`src/rtl/disk_seq_pkg.sv`:
```
package disk_seq_pkg;
  localparam int STATE_W = 4;
  localparam int DATA_W  = 8;
  localparam int ENTRY_W = 2 * STATE_W;
  localparam int PAGE_W  = ENTRY_W * (1 << STATE_W);

  typedef enum logic [STATE_W-1:0] {
    OP_CLR  = 4'h0,
    OP_HOLD = 4'h8,
    OP_SHL0 = 4'h9,
    OP_SHR  = 4'hA,
    OP_LOAD = 4'hB,
    OP_SHL1 = 4'hD
  } op_e;

  localparam logic [1:0] MODE_READ  = 2'd0;
  localparam logic [1:0] MODE_SENSE = 2'd2;
endpackage

```
`src/rtl/seq_mode_reg.sv`:
```
module seq_mode_reg (
  input  logic       clk,
  input  logic       rst_n,
  input  logic       mode_wr,
  input  logic       q6_in,
  input  logic       q7_in,
  input  logic       rd_start,
  output logic [1:0] mode_q
);
  always_ff @(posedge clk) begin
    if (!rst_n)        mode_q <= 2'b00;
    else if (rd_start) mode_q <= 2'b00;
    else if (mode_wr)  mode_q <= {q6_in, q7_in};
  end

  AST_RDSTART_CLEARS: assert property (@(posedge clk) disable iff (!rst_n)
    rd_start |=> (mode_q == 2'b00));
  AST_MODE_STORE: assert property (@(posedge clk) disable iff (!rst_n)
    (mode_wr && !rd_start) |=> (mode_q == $past({q6_in, q7_in})));
endmodule

```
`src/rtl/seq_rom.sv`:
```
module seq_rom
  import disk_seq_pkg::*;
(
  input  logic [1:0]         mode,
  input  logic               msb,
  input  logic               pulse,
  input  logic [STATE_W-1:0] state,
  output logic [ENTRY_W-1:0] entry
);
  // read-mode pages, state 0 in the lowest byte
  localparam logic [PAGE_W-1:0] PG_LO_NP = 128'h4dfd08d9_59bd2998_88786858_48382d18;
  localparam logic [PAGE_W-1:0] PG_LO_P  = 128'hddfdd8d9_d9cdd8d8_d8d8d8d8_d8d82d18;
  localparam logic [PAGE_W-1:0] PG_HI_NP = 128'he0f8e8a0_c8b8a898_88786858_48283818;
  localparam logic [PAGE_W-1:0] PG_HI_P  = 128'he0f8e8d8_d8d8d8d8_d8d8d8d8_48083818;

  logic [PAGE_W-1:0]  page;
  logic [STATE_W-1:0] wr_next;
  logic [STATE_W-1:0] wr_op;

  always_comb begin
    unique case ({msb, pulse})
      2'b00:   page = PG_LO_NP;
      2'b01:   page = PG_LO_P;
      2'b10:   page = PG_HI_NP;
      default: page = PG_HI_P;
    endcase
  end

  always_comb begin
    wr_next = state + 1'b1;
    wr_op   = OP_HOLD;
    if (state == 4'd2 || state == 4'd10)
      wr_op = mode[1] ? OP_LOAD : OP_SHL0;
    if (state == 4'd7)  wr_next = msb ? 4'd8 : 4'd0;
    if (state == 4'd15) wr_next = msb ? 4'd0 : 4'd8;
  end

  always_comb begin
    if (mode == MODE_READ)       entry = page[state*ENTRY_W +: ENTRY_W];
    else if (mode == MODE_SENSE) entry = {4'd0, OP_SHR};
    else                         entry = {wr_next, wr_op};
  end
endmodule

```
`src/rtl/latch_alu.sv`:
```
module latch_alu
  import disk_seq_pkg::*;
(
  input  logic [STATE_W-1:0] op,
  input  logic [DATA_W-1:0]  cur,
  input  logic [DATA_W-1:0]  cpu_data,
  input  logic               wp,
  output logic [DATA_W-1:0]  nxt,
  output logic               legal
);
  always_comb begin
    legal = 1'b1;
    nxt   = cur;
    unique case (op)
      OP_CLR:  nxt = '0;
      OP_HOLD: nxt = cur;
      OP_SHL0: nxt = {cur[DATA_W-2:0], 1'b0};
      OP_SHL1: nxt = {cur[DATA_W-2:0], 1'b1};
      OP_LOAD: nxt = cpu_data;
      OP_SHR:  nxt = wp ? '1 : {1'b0, cur[DATA_W-1:1]};
      default: legal = 1'b0;
    endcase
  end
endmodule

```
`src/rtl/disk_seq_core.sv`:
```
module disk_seq_core
  import disk_seq_pkg::*;
(
  input  logic               clk,
  input  logic               rst_n,
  input  logic               mode_wr,
  input  logic               q6_in,
  input  logic               q7_in,
  input  logic               rd_start,
  input  logic               step,
  input  logic               pulse,
  input  logic               wp,
  input  logic [DATA_W-1:0]  cpu_data,
  input  logic               win_start,
  input  logic               ld_en,
  input  logic [STATE_W-1:0] ld_state,
  input  logic [DATA_W-1:0]  ld_latch,
  output logic [DATA_W-1:0]  latch_q,
  output logic [STATE_W-1:0] state_q,
  output logic [1:0]         mode_q,
  output logic               acted,
  output logic               touched,
  output logic               bad_op
);
  logic [ENTRY_W-1:0] entry;
  logic [STATE_W-1:0] op;
  logic [STATE_W-1:0] next_state;
  logic [DATA_W-1:0]  next_latch;
  logic               legal;
  logic               run;
  logic               did_work;

  seq_mode_reg u_mode (
    .clk(clk), .rst_n(rst_n), .mode_wr(mode_wr), .q6_in(q6_in),
    .q7_in(q7_in), .rd_start(rd_start), .mode_q(mode_q)
  );

  seq_rom u_rom (
    .mode(mode_q), .msb(latch_q[DATA_W-1]), .pulse(pulse),
    .state(state_q), .entry(entry)
  );

  assign next_state = entry[ENTRY_W-1:STATE_W];
  assign op         = entry[STATE_W-1:0];

  latch_alu u_alu (
    .op(op), .cur(latch_q), .cpu_data(cpu_data), .wp(wp),
    .nxt(next_latch), .legal(legal)
  );

  assign run      = step && !ld_en;
  assign did_work = (op != OP_HOLD);

  always_ff @(posedge clk) begin
    if (!rst_n) begin
      state_q <= '0;
      latch_q <= '0;
      acted   <= 1'b0;
      touched <= 1'b0;
      bad_op  <= 1'b0;
    end else begin
      if (ld_en) begin
        state_q <= ld_state;
        latch_q <= ld_latch;
      end else if (step) begin
        state_q <= next_state;
        latch_q <= next_latch;
      end
      acted <= run && did_work;
      if (win_start)  touched <= run && did_work;
      else if (run)   touched <= touched || did_work;
      if (run && !legal) bad_op <= 1'b1;
    end
  end

  AST_LOAD_RESTORE: assert property (@(posedge clk) disable iff (!rst_n)
    ld_en |=> (state_q == $past(ld_state) && latch_q == $past(ld_latch)));
  AST_IDLE_HOLD: assert property (@(posedge clk) disable iff (!rst_n)
    (!ld_en && !step) |=> ($stable(state_q) && $stable(latch_q)));
  AST_WP_FILL: assert property (@(posedge clk) disable iff (!rst_n)
    (run && op == OP_SHR && wp) |=> (latch_q == '1));
  AST_SENSE_TO_ZERO: assert property (@(posedge clk) disable iff (!rst_n)
    (run && mode_q == MODE_SENSE) |=> (state_q == '0));
  AST_NO_BAD_OP: assert property (@(posedge clk) disable iff (!rst_n)
    run |-> legal);
  AST_WIN_CLEAR: assert property (@(posedge clk) disable iff (!rst_n)
    (win_start && !run) |=> !touched);
endmodule

```
`config.mk`:
```
export PLATFORM = sky130hd
export DESIGN_NAME = disk_seq_core
export DESIGN_NICKNAME = d
export VERILOG_FILES = /design/src/rtl/disk_seq_pkg.sv /design/src/rtl/seq_mode_reg.sv /design/src/rtl/seq_rom.sv /design/src/rtl/latch_alu.sv /design/src/rtl/disk_seq_core.sv
export SDC_FILE = /design/constraint.sdc
export NUM_CORES = 1
export LEC_CHECK = 0
export BUFFER_PORTS_ARGS = -buffer_cell sky130_fd_sc_hd__buf_2
export CAP_MARGIN = 0
export CORE_UTILIZATION = 45
export CTS_CLUSTER_SIZE = 20
export DETAILED_ROUTE_END_ITERATION = 10
export HOLD_SLACK_MARGIN = 0.1
export MAX_ROUTING_LAYER = met4
export PLACE_DENSITY = 0.87
export SLEW_MARGIN = 20
export SYNTH_ARGS = -nofsm -noshare
export SYNTH_HDL_FRONTEND = slang
export SYNTH_SLANG_ARGS = --single-unit
```
`constraint.sdc`:
```
create_clock -name clk -period 2 [get_ports clk]
set_input_delay 0 -clock clk [delete_from_list [all_inputs] [get_ports clk]]
set_output_delay 0 -clock clk [all_outputs]
set_load 0.01 [all_outputs]
```
# After elaboration in Yosys (flattened, before gate mapping)
# Cells that the tools add are included.
[word_totals] ff_bits=17 word_cells=56
[op_classes] add_sub_neg=1 n_reduce_logical=16 shifts=1 n_eq_ne=13 bitwise_logic=1 n_mux=18
[op_table] cell="case mux 128 bit (3 select lines)" count=1
[op_table] cell="indexed part select 128 x 8 -> 8 bit" count=1
[op_table] cell="two-way mux 8 bit" count=5
[op_table] cell="case mux 8 bit (5 select lines)" count=1
[op_table] cell="== test 4 bit (second input constant)" count=7
[op_table] cell="two-way mux 4 bit" count=7
[op_table] cell="nonzero test 6 bit" count=1
[op_table] cell="OR reduction 6 bit" count=1
[op_table] cell="adder 4 x 1 -> 4 bit (second input constant)" count=1
[op_table] cell="== test 2 bit (second input constant)" count=2
[op_table] cell="== test 4 x 2 -> 1 bit (second input constant)" count=1
[op_table] cell="== test 4 x 3 -> 1 bit (second input constant)" count=1
[op_table] cell="zero test 2 bit" count=2
[op_table] cell="zero test 4 bit" count=1
[op_table] cell="!= test 4 bit (second input constant)" count=1
[op_table] cell="nonzero test 2 bit" count=2
[op_table] cell="logical AND 1 bit" count=3
[op_table] cell="two-way mux 1 bit" count=3
[op_table] cell="== test 2 x 1 -> 1 bit (second input constant)" count=1
[op_table] cell="zero test 1 bit" count=2
[op_table] cell="logical OR 1 bit" count=2
[op_table] cell="two-way mux 2 bit" count=1
[op_table] cell="AND reduction 2 bit" count=1
[op_table] cell="OR reduction 2 bit" count=1
[op_table] cell="NOT 1 bit" count=1

# Logic depth before layout (Yosys ltp)
# Gate-level depths: netlist of run 1.
[depth] ltp_word=10 ltp_mapped=9 ltp_nobuf=7

# By module
# From an unflattened synthesis of run 1, not the netlist that was laid out.
[unflattened] hier_cells=189 area_unflattened_um2=1611.5
[by_module_without_submodules] mod="disk_seq_core" seq_area_each_um2=300.3 n_inst=1 cells_each=62 area_each_um2=740.7
[by_module_without_submodules] mod="seq_rom" seq_area_each_um2=0.0 n_inst=1 cells_each=76 area_each_um2=499.2
[by_module_without_submodules] mod="latch_alu" seq_area_each_um2=0.0 n_inst=1 cells_each=44 area_each_um2=297.8
[by_module_without_submodules] mod="seq_mode_reg" seq_area_each_um2=40.0 n_inst=1 cells_each=7 area_each_um2=73.8

# Worst setup path before layout of run 1
# Ideal clock, no wire load.
[synth_timing] path_type="reg2reg" from="reg state_q[0]" to="reg latch_q[0]" stages_incl_launch_ff=10 slack_ns=-0.172 t_arrival_ns=2.055 n_path_buf=2 setup_ns=0.117 path_cell_list="dfxtp_1 buf_2 clkinv_1 ha_1 nor2b_1 nand2_1 o31a_1 buf_1 o2111ai_1 a32o_1"
[synth_between] elab_chain_cells=9 word_cells_on_any_way=17 classes_between="eq/ne (6); shift (1); mux (6); reduce/logical (4)"
[synth_lines] element="start: declaration" line_no="disk_seq_core.sv:19" rtl="output logic [STATE_W-1:0] state_q,"
[synth_lines] element="start signal: assignment" line_no="disk_seq_core.sv:63" rtl="state_q <= ld_state;"
[synth_lines] element="start signal: assignment" line_no="disk_seq_core.sv:66" rtl="state_q <= next_state;"
[synth_lines] element="branches (longest 4 deep; another with indexed part select 128 x 8 -> 8 bit)"
[synth_lines] element="two-way mux 8 bit (*)" line_no="seq_rom.sv:39" rtl="if (mode == MODE_READ) entry = page[state*ENTRY_W +: ENTRY_W];"
[synth_lines] element="== test 4 bit / zero test 4 bit (equally long branches)" line_no="latch_alu.sv:14" rtl="unique case (op)"
[synth_lines] element="case mux 8 bit (5 select lines)" line_no="latch_alu.sv:14"
[synth_lines] element="two-way mux 8 bit" line_no="disk_seq_core.sv:65" rtl="end else if (step) begin"
[synth_lines] element="two-way mux 8 bit" line_no="disk_seq_core.sv:62" rtl="if (ld_en) begin"
[synth_lines] element="end signal: assignment" line_no="disk_seq_core.sv:64" rtl="latch_q <= ld_latch;"
[synth_lines] element="end signal: assignment" line_no="disk_seq_core.sv:67" rtl="latch_q <= next_latch;"
[synth_lines] element="end: declaration" line_no="disk_seq_core.sv:18" rtl="output logic [DATA_W-1:0] latch_q,"
# Every way passes the cells marked *. The select of a mux whose other input is x is not followed.
# A chain may end at the register's enable or synchronous reset.

# Worst setup path in the final report of run 1
[layout_timing] from="reg state_q[0]" to="reg latch_q[2]"
# Same word-level chain as after synthesis.

==> flow_metrics.tcl, run 1 <==
set metrics [dict create \
    outcome "complete, no violations" \
    path_cells "or3_1 > a2111o_1 > and2_4 > a41o_4 > a22o_1" \
    via_count 1745 \
    avgSynthCellArea_um2 7.45 \
    grt_pass1_vias 1455 \
    io_buffers 47 \
    avgRoutedWirePerCell_um 14.3 \
    finalSetupViolations 0 \
    path_max_fanout 9 \
    grt_max_degree 28 \
    ys_ff_latch 17 \
    setup_slack_ns 0.0845 \
    maxCapViolations 0 \
    start_util_pct 47.0 \
    top_layer_used "met4" \
    worst_pin_slew_ns 0.458 \
    die_w_um 58.3 \
    synthTopCellsByCount "nor2_1 (26), dfxtp_1 (17), inv_1 (11), nand2_1 (11)" \
    fin_nets 290 \
    fmaxAchievable_mhz 522 \
    yosys_most_used_dff "dfxtp_1" \
    syn_to_final_growth_pct 38.1 \
    cts_root_buf "clkbuf_4" \
    layout-drive-gt1-share_pct 29.3 \
    grtUsageTotal_pct 26.5 \
    critPathKind "register to register" \
    hold_viol 0 \
    ios 48 \
    rows 20 \
    postLayoutCoreUtil_pct 65.0 \
    fp.dieArea_um2 3390 \
    ir_worst_vdd_v 0.000246 \
    p_leak_nw 0.876 \
    drt_iter0_markers 105 \
    dp_hpwl_um 2920 \
    grt_setup_unrepaired "false" \
    cpPeakStageDelay_ns 0.39 \
    netlist_area_um2 1420 \
    place_ws_ns 0.0370 \
    crit_path_end_kind "register" \
    fin_worst_skew_ns 0.0151 \
    routed_via_density 5.82 \
    required_ns 2.18 \
    slew_violations 0 \
    grt_pass1_wl_um 6770 \
    cp_top_family "compound AO/OA/AOI/OAI gates" \
    min_period_over_period_pct 95.8 \
    syn-num-nets 224 \
    antenna_found_initial 0 \
    setup_tns_ns 0 \
    ant_nets 0 \
    worstSkewPairLatency_ns 0.29 \
    power_density_nw_per_um2 479 \
    synthCells 191 \
    period_needed_ns 1.92 \
    slew_headroom_pct 69.5 \
    cts.path.max_buffers 2 \
    yosys-top-cells-area "dfxtp_1 (24%), nor2_1 (6.9%), a222oi_1 (4.9%)" \
    timing.critical_path.buf_inv 0 \
    synth_seq_area_share_pct 23.9 \
    yosys.area.top_type "dfxtp_1" \
    drt-total-wl_um 4280 \
    async_flop_share_pct 0 \
    drt_pass1_iterations 4 \
    m1WireLength_um 1900 \
    tritoncts "done" \
    synth_edf_count 0 \
    drc_errors 0 \
    gp_congestion 0.880 \
    grt.overflow.total 0 \
    yosys.cell_count.top_type "nor2_1" \
    synth.distinct_cells 52 \
    dr_wl_met3_um 329 \
    critPathLaunchType "register" \
    hold_path.class "primary input to register" \
    numCtsBuffers 3 \
    h-tree-depth 1 \
    cp.arrival_ns 2.10 \
    netlist.area_leader.share_pct 23.9 \
    core_region_area_um2 3030 \
    clk_pin_slew_ns 0.10 \
    die_height_um 58.3 \
    stdcell_count 300 \
    cts.sinks 17 \
    met2_length_um 2010 \
    slowest_stage "a2111o_1" \
    yosys_warnings 0 \
    n_antenna_cell 0 \
    dp_cells 279 \
]
[worst paths after layout]
path / from / to / slack (ns) / cells past startpoint
max reg2reg: state_q[0]$_SDFFE_PN0P_ / latch_q[2]$_SDFFE_PN0P_ / 0.08 / 5
min reg2reg: bad_op$_SDFFE_PN0P_ / bad_op$_SDFFE_PN0P_ / 0.47 / 1
max: state_q[0]$_SDFFE_PN0P_ / latch_q[2]$_SDFFE_PN0P_ / 0.08 / 5
min: ld_latch[6] / latch_q[6]$_SDFFE_PN0P_ / 0.12 / 4
[cell families (layout without fill, tap and decap cells)]
kind of cell	after synthesis	in the layout	share of synthesized area [%]
flops	17	17	23.9
compound gates	71	71	39.4
buf+inv	30	95	8.88
simple gates	67	67	23.3
fa+ha+maj	3	3	2.46
mux	3	3	2.11
[layer usage]
| metal | GRT usage [%] | vias to the layer above |
|---|---|---|
| met4 | 7.48 | 0 |
| met3 | 5.13 | 4 |
| met5 | - | - |
| met2 | 38.4 | 94 |
| met1 | 37.3 | 795 |
| li1 | - | 852 |
[power by group]
| group | internal (mW) | total [mW] | leakage [nW] | switching (mW) |
|---|---|---|---|---|
| Sequential | 0.363 | 0.396 | 0.141 | 0.0333 |
| Combinational | 0.181 | 0.364 | 0.720 | 0.184 |
| Clock | 0.0776 | 0.182 | 0.0150 | 0.105 |
| Total | 0.621 | 0.943 | 0.876 | 0.322 |
[area by class of cell]
| class | instances | area, µm² |
|---|---|---|
| clock buffer | 4 | 26.3 |
| timing repair buffer | 78 | 520 |
| tap | 44 | 55.1 |
| fill | 273 | 1060 |
| multi-input combinational | 144 | 968 |
| inverter | 13 | 50.0 |
| sequential | 17 | 347 |
[placed cells by master (no fill, tap or decap), drive strengths merged, types with 2 or more instances in the layout]
| cell type | instances |
|---|---|
| buf | 61 |
| nor2 | 26 |
| dfxtp | 17 |
| dlygate4sd3 | 16 |
| inv | 11 |
| nand2 | 11 |
| o21ai | 11 |
| nand3 | 9 |
| a21oi | 9 |
| a22o | 8 |
| nand2b | 7 |
| a211oi | 7 |
| a222oi | 7 |
| clkbuf | 5 |
| nor2b | 3 |
| o211ai | 3 |
| mux2i | 3 |
| and2 | 3 |
| a31oi | 3 |
| o31a | 2 |
| o311ai | 2 |
| o2111ai | 2 |
| a221oi | 2 |
| a21boi | 2 |
| ha | 2 |
| clkinv | 2 |
| o21a | 2 |
| a41o | 2 |
[flip-flops by register name, summed over array words and instances (netlist names)]
register	cells
bad_op	1
u_mode.mode_q	2
latch_q	8
touched	1
state_q	4
acted	1
[worst reg2reg max path, stage by stage, from the launching register on]
cell	delay, ns
dfxtp_2	0.38
or3_1	0.37
a2111o_1	0.39
and2_4	0.19
a41o_4	0.24
a22o_1	0.23
[stage by stage]
stage	power, mW	hold slack (ns)	cell area [µm²]
floorplan	0.610	0.143	1430
global placement	0.725	0.243	1760
detailed placement	0.730	0.252	1760
CTS	0.930	0.129	1950
global route	0.999	0.131	1970
finish	0.943	0.125	1970
[timing repair]
action | CTS | global route
setup endpoints to repair | 0 | 9
hold endpoints to repair | 10 | 0
setup buffers | 0 | 1
resized for setup | 0 | 4
hold buffers | 16 | 0
(Power assumes the default switching activity.)
==> inputs of run 2 (changes only) <==
- SETUP_SLACK_MARGIN: not set -> 0.1
==> flow_metrics.tcl, run 2 (same netlist as run 1, synthesis figures left out) <==
set metrics [dict create \
    grt_pass1_vias 1421 \
    fp.dieArea_um2 3390 \
    hold_start "ld_latch[3]" \
    path_max_fanout 8 \
    io_buffers 47 \
    cp.arrival_ns 2.09 \
    grt_max_degree 27 \
    core_region_area_um2 3030 \
    n_antenna_cell 0 \
    cpPeakStageDelay_ns 0.40 \
    worst-r2r-cell-count 5 \
    grtUsageTotal_pct 26.2 \
    rows 20 \
    critPathLaunchType "register" \
    largest_register_ffs 8 \
    holdPathStages 4 \
    cp_top_family "compound AO/OA/AOI/OAI gates" \
    routed_via_density 5.88 \
    antenna_found_initial 0 \
    slew_violations 0 \
    hold_ws_ns 0.137 \
    numCtsBuffers 3 \
    finalSetupViolations 0 \
    cts.path.max_buffers 2 \
    power_density_nw_per_um2 481 \
    worstSkewPairLatency_ns 0.30 \
    required_ns 2.21 \
    placed_area_um2 1790 \
    syn_to_final_growth_pct 40.2 \
    outcome "complete, no violations" \
    grt_setup_unrepaired "true" \
    crit_path_end_kind "register" \
    tritoncts "done" \
    cts.sinks 17 \
    grt_pass1_wl_um 6660 \
    rr_endpoint "latch_q[5]$_SDFFE_PN0P_" \
    worst_pin_slew_ns 0.382 \
    path_cells "or3_1 > a2111o_1 > and2_4 > a41o_4 > a22o_1" \
    dp_hpwl_um 2950 \
    hold_path.class "primary input to register" \
    ios 48 \
    critPathKind "register to register" \
    die_height_um 58.3 \
    h-tree-depth 1 \
    via_count 1781 \
    slowest_stage "a2111o_1" \
    fin_worst_skew_ns 0.00481 \
    min_period_over_period_pct 94.4 \
    drt_iter0_markers 155 \
    layout-drive-gt1-share_pct 30.9 \
    largest-register "latch_q" \
    ir_worst_vdd_v 0.000297 \
    r2r-start "state_q[0]$_SDFFE_PN0P_" \
    p_leak_nw 0.890 \
    fin_nets 293 \
    fmaxAchievable_mhz 530 \
    gp_congestion 0.910 \
    period_needed_ns 1.89 \
    drt-total-wl_um 4280 \
    die_w_um 58.3 \
    ant_nets 0 \
    slew_headroom_pct 73.8 \
    drt_pass1_iterations 7 \
    layout_commonest_cell "buf_2" \
    start_util_pct 47.0 \
    clk_pin_slew_ns 0.11 \
    setup_tns_ns 0 \
    final_cell_area_um2 2000 \
    maxCapViolations 0 \
    hold_viol 0 \
    grt.overflow.total 0 \
    r2r_slack_ns 0.11 \
    reg_top3 "latch_q x8, state_q x4, u_mode.mode_q x2" \
    drc_errors 0 \
    worstHoldEndpoint "latch_q[3]$_SDFFE_PN0P_" \
    timing.critical_path.buf_inv 0 \
    cts_root_buf "clkbuf_4" \
    avgRoutedWirePerCell_um 14.1 \
    final_cell_mix "buf_2 (47), nor2_1 (26), dlygate4sd3_1 (16), buf_4 (16), dfxtp_1 (13)" \
]
[run 2: worst max path at each step]
stage,slack [ns],cells after the start,endpoint,from
6_report,0.11,5,latch_q[5]$_SDFFE_PN0P_,state_q[0]$_SDFFE_PN0P_
2_1_floorplan,0.04,6,latch_q[1]$_SDFFE_PN0P_,state_q[1]$_SDFFE_PN0P_
3_3_place_gp,0.16,7,latch_q[7]$_SDFFE_PN0P_,state_q[1]$_SDFFE_PN0P_
3_5_place_dp,0.1,7,latch_q[5]$_SDFFE_PN0P_,state_q[1]$_SDFFE_PN0P_
4_1_cts,0.11,5,latch_q[5]$_SDFFE_PN0P_,state_q[0]$_SDFFE_PN0P_
5_1_grt,0.07,5,latch_q[5]$_SDFFE_PN0P_,state_q[0]$_SDFFE_PN0P_
[run 2: through the flow]
stage          worst slack (ns)  util (%)  cells  power, mW
2_1_floorplan            0.0407         -    191      0.611
3_3_place_gp              0.156      59.0    282      0.730
3_5_place_dp             0.0962      59.0    282      0.736
4_1_cts                   0.109      65.2    302      0.953
5_1_grt                  0.0668      65.9    303       1.01
6_report                  0.112      65.9    303      0.961
[run 2: timing repair]
action | CTS | global route
resized for setup | 1 | 6
setup endpoints to repair | 4 | 10
hold endpoints to repair | 10 | 0
hold buffers | 16 | 0
setup buffers | 0 | 1
[run 2: final cells by class]
class	count	area, µm²
clock buffer	3	22.5
timing repair buffer	81	543
multi-input combinational	144	972
sequential	17	348
fill	264	1030
tap	44	55.1
inverter	13	50.0
clock inverter	1	5.00
[run 2: power by group]
part	total [mW]	internal, mW	leakage (nW)	switching (mW)
clock network	0.193	0.0747	0.0177	0.118
registers	0.399	0.363	0.141	0.0358
logic	0.369	0.186	0.732	0.183
[run 2: worst min-delay path: stages]
cell and delay (ns):
buf_2 0.09, inv_1 0.05, a222oi_1 0.09, a22o_1 0.17
[run 2: layer usage]
metal	vias up	routed length, µm	track usage (%)
met1	832	1950	37.7
met3	7	303	4.24
met5	-	0	-
met4	0	42	6.46
li1	858	-	-
met2	84	1980	37.9
